### src/rtl/itg_pkg.sv
// Shared port codes and control-byte layout for the interval timer channel.
// Assumes an 8-bit bus and a 16-bit count.
package itg_pkg;
    localparam logic [1:0] PORT_COUNT = 2'd0;
    localparam logic [1:0] PORT_CTRL  = 2'd1;
    localparam logic [1:0] PORT_SYS   = 2'd2;

    localparam logic [1:0] ACC_LO_HI  = 2'b11;
    localparam logic [2:0] MODE_TERM  = 3'b000;

    typedef struct packed {
        logic [1:0] chan;
        logic [1:0] access;
        logic [2:0] mode;
        logic       bcd;
    } ctrl_byte_t;
endpackage

### src/rtl/itg_ctrl_decode.sv
// Decodes a control byte and reports whether this channel accepts it.
// Assumes the byte uses the ctrl_byte_t layout; purely combinational.
module itg_ctrl_decode #(
    parameter int CH_ID = 2
) (
    input  logic [7:0] cw_byte,
    output logic       accept
);
    import itg_pkg::*;

    ctrl_byte_t cw;

    // Accept only this channel, low/high access, terminal-count mode, binary.
    always_comb begin
        cw     = ctrl_byte_t'(cw_byte);
        accept = (cw.chan == 2'(CH_ID)) && (cw.access == ACC_LO_HI) &&
                 (cw.mode == MODE_TERM) && !cw.bcd;
    end
endmodule

### src/rtl/itg_counter.sv
// Two-byte load sequencer, down counter and terminal-count output.
// Assumes cw_accept and data_wr are never high in the same cycle.
module itg_counter #(
    parameter int BYTE_W = 8
) (
    input  logic              clk,
    input  logic              rst_n,
    input  logic              cw_accept,
    input  logic              data_wr,
    input  logic [BYTE_W-1:0] data_byte,
    input  logic              tick,
    input  logic              gate,
    output logic              out
);
    localparam int CNT_W = 2 * BYTE_W;
    localparam logic [CNT_W-1:0] ONE = {{(CNT_W-1){1'b0}}, 1'b1};

    logic              configured;
    logic              hi_next;
    logic              running;
    logic [BYTE_W-1:0] lo_hold;
    logic [CNT_W-1:0]  cnt;

    // Sequences control and count writes, counts down, raises out at zero.
    always_ff @(posedge clk) begin
        if (!rst_n) begin
            configured <= 1'b0;
            hi_next    <= 1'b0;
            running    <= 1'b0;
            lo_hold    <= '0;
            cnt        <= '0;
            out        <= 1'b0;
        end else if (cw_accept) begin
            configured <= 1'b1;
            hi_next    <= 1'b0;
            running    <= 1'b0;
            out        <= 1'b0;
        end else if (data_wr && configured) begin
            out <= 1'b0;
            if (!hi_next) begin
                lo_hold <= data_byte;
                hi_next <= 1'b1;
                running <= 1'b0;
            end else begin
                cnt     <= {data_byte, lo_hold};
                hi_next <= 1'b0;
                running <= 1'b1;
            end
        end else if (running && tick && gate) begin
            cnt <= cnt - ONE;
            if (cnt == ONE) begin
                out <= 1'b1;
            end
        end
    end
endmodule

### src/rtl/itg_sys_port.sv
// System control register: gate and speaker-enable bits, live status readback.
// Assumes the status bit position is not one of the control bit positions.
module itg_sys_port #(
    parameter int BYTE_W     = 8,
    parameter int GATE_BIT   = 0,
    parameter int SPK_BIT    = 1,
    parameter int STATUS_BIT = 5
) (
    input  logic              clk,
    input  logic              rst_n,
    input  logic              wr,
    input  logic [BYTE_W-1:0] wdata,
    input  logic              rd_sel,
    input  logic              chan_out,
    output logic              gate,
    output logic              spk_en,
    output logic [BYTE_W-1:0] rdata
);
    logic [BYTE_W-1:0] ctl_q;
    logic [BYTE_W-1:0] view;

    // Stores the written byte; the status position is overridden on reads.
    always_ff @(posedge clk) begin
        if (!rst_n) begin
            ctl_q <= '0;
        end else if (wr) begin
            ctl_q <= wdata;
        end
    end

    // Builds the read view with the live output in the status position.
    always_comb begin
        view             = ctl_q;
        view[STATUS_BIT] = chan_out;
        rdata            = rd_sel ? view : '0;
    end

    assign gate   = ctl_q[GATE_BIT];
    assign spk_en = ctl_q[SPK_BIT];
endmodule

### src/rtl/interval_timer_gate.sv
// Top: one terminal-count timer channel plus its gate/speaker control port.
// Assumes a single-cycle write strobe and a tick strobe in the bus clock domain.
module interval_timer_gate #(
    parameter int BYTE_W = 8,
    parameter int CH_ID  = 2
) (
    input  logic              clk,
    input  logic              rst_n,
    input  logic [1:0]        sel,
    input  logic              wr_en,
    input  logic [BYTE_W-1:0] wdata,
    input  logic              tick,
    output logic [BYTE_W-1:0] rdata,
    output logic              tmr_out,
    output logic              spkr_out
);
    import itg_pkg::*;

    logic cw_ok;
    logic gate;
    logic spk_en;
    logic wr_ctrl;
    logic wr_count;
    logic wr_sys;

    // Splits the write strobe by port select.
    always_comb begin
        wr_ctrl  = wr_en && (sel == PORT_CTRL);
        wr_count = wr_en && (sel == PORT_COUNT);
        wr_sys   = wr_en && (sel == PORT_SYS);
    end

    itg_ctrl_decode #(.CH_ID(CH_ID)) u_dec (
        .cw_byte (wdata[7:0]),
        .accept  (cw_ok)
    );

    itg_counter #(.BYTE_W(BYTE_W)) u_cnt (
        .clk       (clk),
        .rst_n     (rst_n),
        .cw_accept (wr_ctrl && cw_ok),
        .data_wr   (wr_count),
        .data_byte (wdata),
        .tick      (tick),
        .gate      (gate),
        .out       (tmr_out)
    );

    itg_sys_port #(.BYTE_W(BYTE_W)) u_sys (
        .clk      (clk),
        .rst_n    (rst_n),
        .wr       (wr_sys),
        .wdata    (wdata),
        .rd_sel   (sel == PORT_SYS),
        .chan_out (tmr_out),
        .gate     (gate),
        .spk_en   (spk_en),
        .rdata    (rdata)
    );

    assign spkr_out = tmr_out && spk_en;
endmodule

### config.mk
export PLATFORM = sky130hd
export DESIGN_NAME = interval_timer_gate
export DESIGN_NICKNAME = d
export VERILOG_FILES = /design/src/rtl/itg_pkg.sv /design/src/rtl/itg_ctrl_decode.sv /design/src/rtl/itg_counter.sv /design/src/rtl/itg_sys_port.sv /design/src/rtl/interval_timer_gate.sv
export SDC_FILE = /design/constraint.sdc
export NUM_CORES = 1
export LEC_CHECK = 0
export ABC_AREA = 1
export ABC_CLOCK_PERIOD_IN_PS = 1400
export BUFFER_PORTS_ARGS = -buffer_cell sky130_fd_sc_hd__buf_2
export CORE_UTILIZATION = 40
export CTS_BUF_LIST = sky130_fd_sc_hd__clkbuf_4
export CTS_CLUSTER_SIZE = 28
export DETAILED_ROUTE_END_ITERATION = 7
export PLACE_DENSITY = 0.72
export SYNTH_ARGS = -nofsm -noshare
export SYNTH_HDL_FRONTEND = slang
export SYNTH_SLANG_ARGS = --single-unit
export TNS_END_PERCENT = 1
### constraint.sdc
create_clock -name clk -period 1.4 [get_ports clk]
set_clock_uncertainty 0.05 [all_clocks]
set_input_delay 0.14 -clock clk [delete_from_list [all_inputs] [get_ports clk]]
set_output_delay 0.14 -clock clk [all_outputs]
set_load 0.005 [all_outputs]
Yosys cells after proc, flatten, opt, wreduce, memory -nomap -nowiden
Index checks and enable logic that the tools add are counted.

Register bits: 36. Output and inout bits: 10. Word-level logic and storage cells: 43.

$add $sub $neg: 1. Eq/ne operators: 6. Muxes and demuxes: 6. Bitwise logic cells: 3. Reduce and logical (&&, ||, !) cells: 20.

Operator list (count): two-way mux 16 bit (3); == test 16 x 1 -> 1 bit (second input constant) (1); subtractor 16 x 1 -> 16 bit (second input constant) (1); logical AND 1 bit (11); two-way mux 8 bit (1); == test 2 bit (second input constant) (3); AND reduction 3 bit (2); zero test 3 bit (1); NOT 1 bit (3); OR reduction 3 bit (1); == test 2 x 1 -> 1 bit (second input constant) (1); zero test 2 bit (1); two-way mux 1 bit (2); inequality test 2 x 1 -> 1 bit (second input constant) (1); AND reduction 2 bit (1); nonzero test 2 bit (1); OR reduction 2 bit (1); zero test 1 bit (1).

Longest topological paths before layout
Depth in word-level cells: 7. Depth in mapped cells: 11. Gate-level depth less buffers: 11.

Modules after synthesis
Synthesis repeated with hierarchy kept, for this count alone.

Cell total of the unflattened synthesis: 331. Area, all modules: 2037.0 um^2.

Modules (own cells, without submodules): itg_counter (instances 1, cells each 250, area an instance 1605.3 um^2, seq. area each 560.5 um^2); itg_sys_port (instances 1, cells each 60, area an instance 347.8 um^2, seq. area each 140.1 um^2); interval_timer_gate (instances 1, cells each 12, area an instance 47.5 um^2, seq. area each 0.0 um^2); itg_ctrl_decode (instances 1, cells each 9, area an instance 36.3 um^2, seq. area each 0.0 um^2).

Least setup slack after synthesis
Ideal clock, no wire load.

Kind: register to register. Start point: register u_cnt.cnt[0]. End point: register u_cnt.cnt[14]. Setup time: 0.137 ns. Data arrival time: 1.196 ns. Setup slack: 0.017 ns. Cell stages (with the launch flop): 10. Path buffers: 0. Clock period less this slack: 1.383 ns. Cells stage by stage: dfxtp_1 inv_1 ha_1 nand3_1 nor2_1 nand2_1 nand2_1 nand3_1 nand2_1 a21oi_1.

Cells in the longest elaborated chain, start to end: 3.

RTL lines: from (decl) (RTL line itg_counter.sv:22) `logic [CNT_W-1:0] cnt;`; from (signal assigned) (RTL line itg_counter.sv:45) `cnt <= {data_byte, lo_hold};`; from (signal assigned) (RTL line itg_counter.sv:50) `cnt <= cnt - ONE;`; subtractor 16 x 1 -> 16 bit (RTL line itg_counter.sv:50); two-way mux 16 bit (RTL line itg_counter.sv:49) `end else if (running && tick && gate) begin`; two-way mux 16 bit (RTL line itg_counter.sv:38) `end else if (data_wr && configured) begin`.

Every way passes these cells. The select of a mux whose other input is x is not followed. A chain may end at the register's enable or synchronous reset.

Final worst setup path
Start point: register u_cnt.cnt[2]. End point: register u_cnt.cnt[4].

Same word-level chain as after synthesis.

==> flow_summary.toml <==
[critical_path]
path_cells = "buf_4, inv_2, nand3_4, buf_6, nand2_1, nand3_1, o21ai_1, nand2_1, o21ai_1, nor2_1"
critPathMaxFanout = 4
max_stage_delay_ns = 0.35
required_ns = 1.59
cp-start-kind = "register"
cp-end-kind = "register"
crit_path_top_delay_cell = "dfxtp_2"
crit_type = "register to register"
arrival_ns = 1.57

[timing]
worst_pin_slew_ns = 0.270
min_period_ns = 1.38
finalHoldViolCount = 0
finalMaxSlewViolations = 0
rsz0062_at_grt = "yes"
fin_ws_ns = 0.0248
fmax_ghz = 0.727
setup_violations = 0
fin_crit_sh = 0.982
relSlewSlack = 0.819

[power]
ir_drop_uv = 544
powerDensity_nw_per_um2 = 729
p_leak_nw = 1.22
total_power_mw = 1.86

[global_routing]
grt_pass1_vias = 1889
grt_pass1_wl_mm = 8.60
antenna_found_initial = 0
grt_max_degree = 22
track_usage = 0.212
overflow = 0

[routing]
drt_first_iter_violations = 198
drtPass1Iterations = 4
dr_total_vias = 2075
drt_wl_total_mm = 5.42
routedWlPerCell_um = 12.7
via_per_inst = 4.86
drc_errors = 0
drtAntennaViolNets = 0

[cts]
cts_sinks = 35
clock_path_buffers = 2
path_clk_slew_ns = 0.12
cts_tree = "built"
clkLatencyLatePin_ns = 0.34
cts-root-buf = "clkbuf_4"
htree_levels = 2
hold_buffers = 0
cts_buffers = 5

[placed_design]
port_buffers = 23
place_ws_ns = -0.0548
placed_cell_area_um2 = 2300
routabilityCongestion = 0.906
dpl.hpwl_mm = 3.79

[yosys]
yosysUniqueCellTypes = 25
synth_seq_cells = 35
synth.avg_cell_area_um2 = 6.29
synth_warnings = 0
synth_fp_nets = 335
syn-instance-count = 319
synth_area_um2 = 2010
ys_seq_area_frac = 0.349

[outcome]
status = "finished clean"

[floorplanning]
core_area_um2 = 4790
initial_core_util = 0.419
ios = 24
dieArea_um2 = 5300
die_x_um = 72.8
rows = 25
die_h_um = 72.8

[layout]
final_cell_mix = "nand2_1, nor2_1, inv_1"
final_nets = 375
area_growth_pct = 27.2
antenna_cells = 0
fin_util = 0.533
postLayoutCellArea_um2 = 2550
drive_above_1_share = 0.283
layout_commonest_cell = "nand2_1"
fillCellCount = 451

[hold_path]
min_path_type = "primary input to register"

[flow_run]
maxCapViolations = 0
-- final cells by class --
| cell class | instances | area (um^2) | share of cell area |
|---|---|---|---|
| multi-input combinational | 225 | 1170 | 0.459 |
| sequential | 35 | 714 | 0.280 |
| timing repair buffer | 44 | 319 | 0.125 |
| inverter | 48 | 188 | 0.0735 |
| tap | 67 | 83.8 | 0.0328 |
| clock inverter | 3 | 38.8 | 0.0152 |
| clock buffer | 5 | 37.5 | 0.0147 |
-- final timing paths --
| path | from | end | cells past startpoint | slack (ns) |
|---|---|---|---|---|
| min | wdata[1] | u_cnt.lo_hold[1]$_SDFFE_PN0P_ | 3 | 0.05 |
| max | u_cnt.cnt[2]$_SDFFE_PN0P_ | u_cnt.cnt[4]$_SDFFE_PN0P_ | 10 | 0.02 |
| max reg2reg | u_cnt.cnt[2]$_SDFFE_PN0P_ | u_cnt.cnt[4]$_SDFFE_PN0P_ | 10 | 0.02 |
| min reg2reg | u_sys.ctl_q[2]$_SDFFE_PN0P_ | u_sys.ctl_q[2]$_SDFFE_PN0P_ | 2 | 0.41 |
-- cell families (layout without fill, tap and decap cells) --
family / after synthesis / in the layout / share of synthesized area
and+or+nand+nor: 160 / 160 / 0.344
AOI/OAI and AO/OA: 63 / 63 / 0.171
buffers and inverters: 59 / 100 / 0.124
DFF: 35 / 35 / 0.349
adders and majority gates: 2 / 2 / 0.0125
-- report_power, final --
part / internal [mW] / total (mW) / switching, mW / leakage, nW
clock: 0.367 / 0.742 / 0.374 / 0.0426
combinational: 0.0416 / 0.115 / 0.0733 / 0.889
sequential: 1.00 / 1.00 / 0.00311 / 0.287
total: 1.41 / 1.86 / 0.451 / 1.22
-- through the flow --
step / hold WS (ns) / cells / TNS (ns)
after global routing: 0.0335 / 427 / -0.214
after CTS: 0.0384 / 424 / -0.0146
after global placement: 0.389 / 416 / 0
final: 0.0549 / 427 / 0
after floorplan: 0.251 / 319 / 0
after detailed placement: 0.394 / 416 / -0.131
-- layer usage --
layer	wire length, um	GRT usage	share of wire
met5	0	0	0
met4	73	0.0741	0.013
met3	166	0.0456	0.031
met2	2640	0.350	0.49
met1	2530	0.275	0.47
-- Yosys cell counts (all sizes together) --
library cell	instances	area, um^2
nand3	27	145
nand2	70	285
nor4	1	6.26
o211ai	1	7.51
o21bai	1	11.3
dfxtp	35	701
clkbuf	4	15.0
inv	48	180
ha	2	25.0
o21ai	29	145
buf	7	53.8
nor2	59	234
nand4	2	12.5
or2	1	6.26
a21oi	32	179
-- sequential cells by signal (all words and copies together), names as in the netlist --
name / count
u_cnt.cnt: 16
u_cnt.lo_hold: 8
u_sys.ctl_q: 7
u_cnt.configured: 1
u_cnt.hi_next: 1
u_cnt.out: 1
u_cnt.running: 1
-- worst max-delay path: cells and delay by family, from the launching register on --
family,cells,cell delay [ns]
AOI/OAI and AO/OA,2,0.17
DFF,1,0.35
and+or+nand+nor,5,0.32
buffers and inverters,3,0.37
-- repair_timing --
item	4_1_cts	5_1_grt
endpoints found under the setup margin	9	16
setup buffers	0	2
resized for setup	5	42
gates cloned	0	1
pin swaps	1	9
No activity file was read; power rests on OpenSTA's default activity.
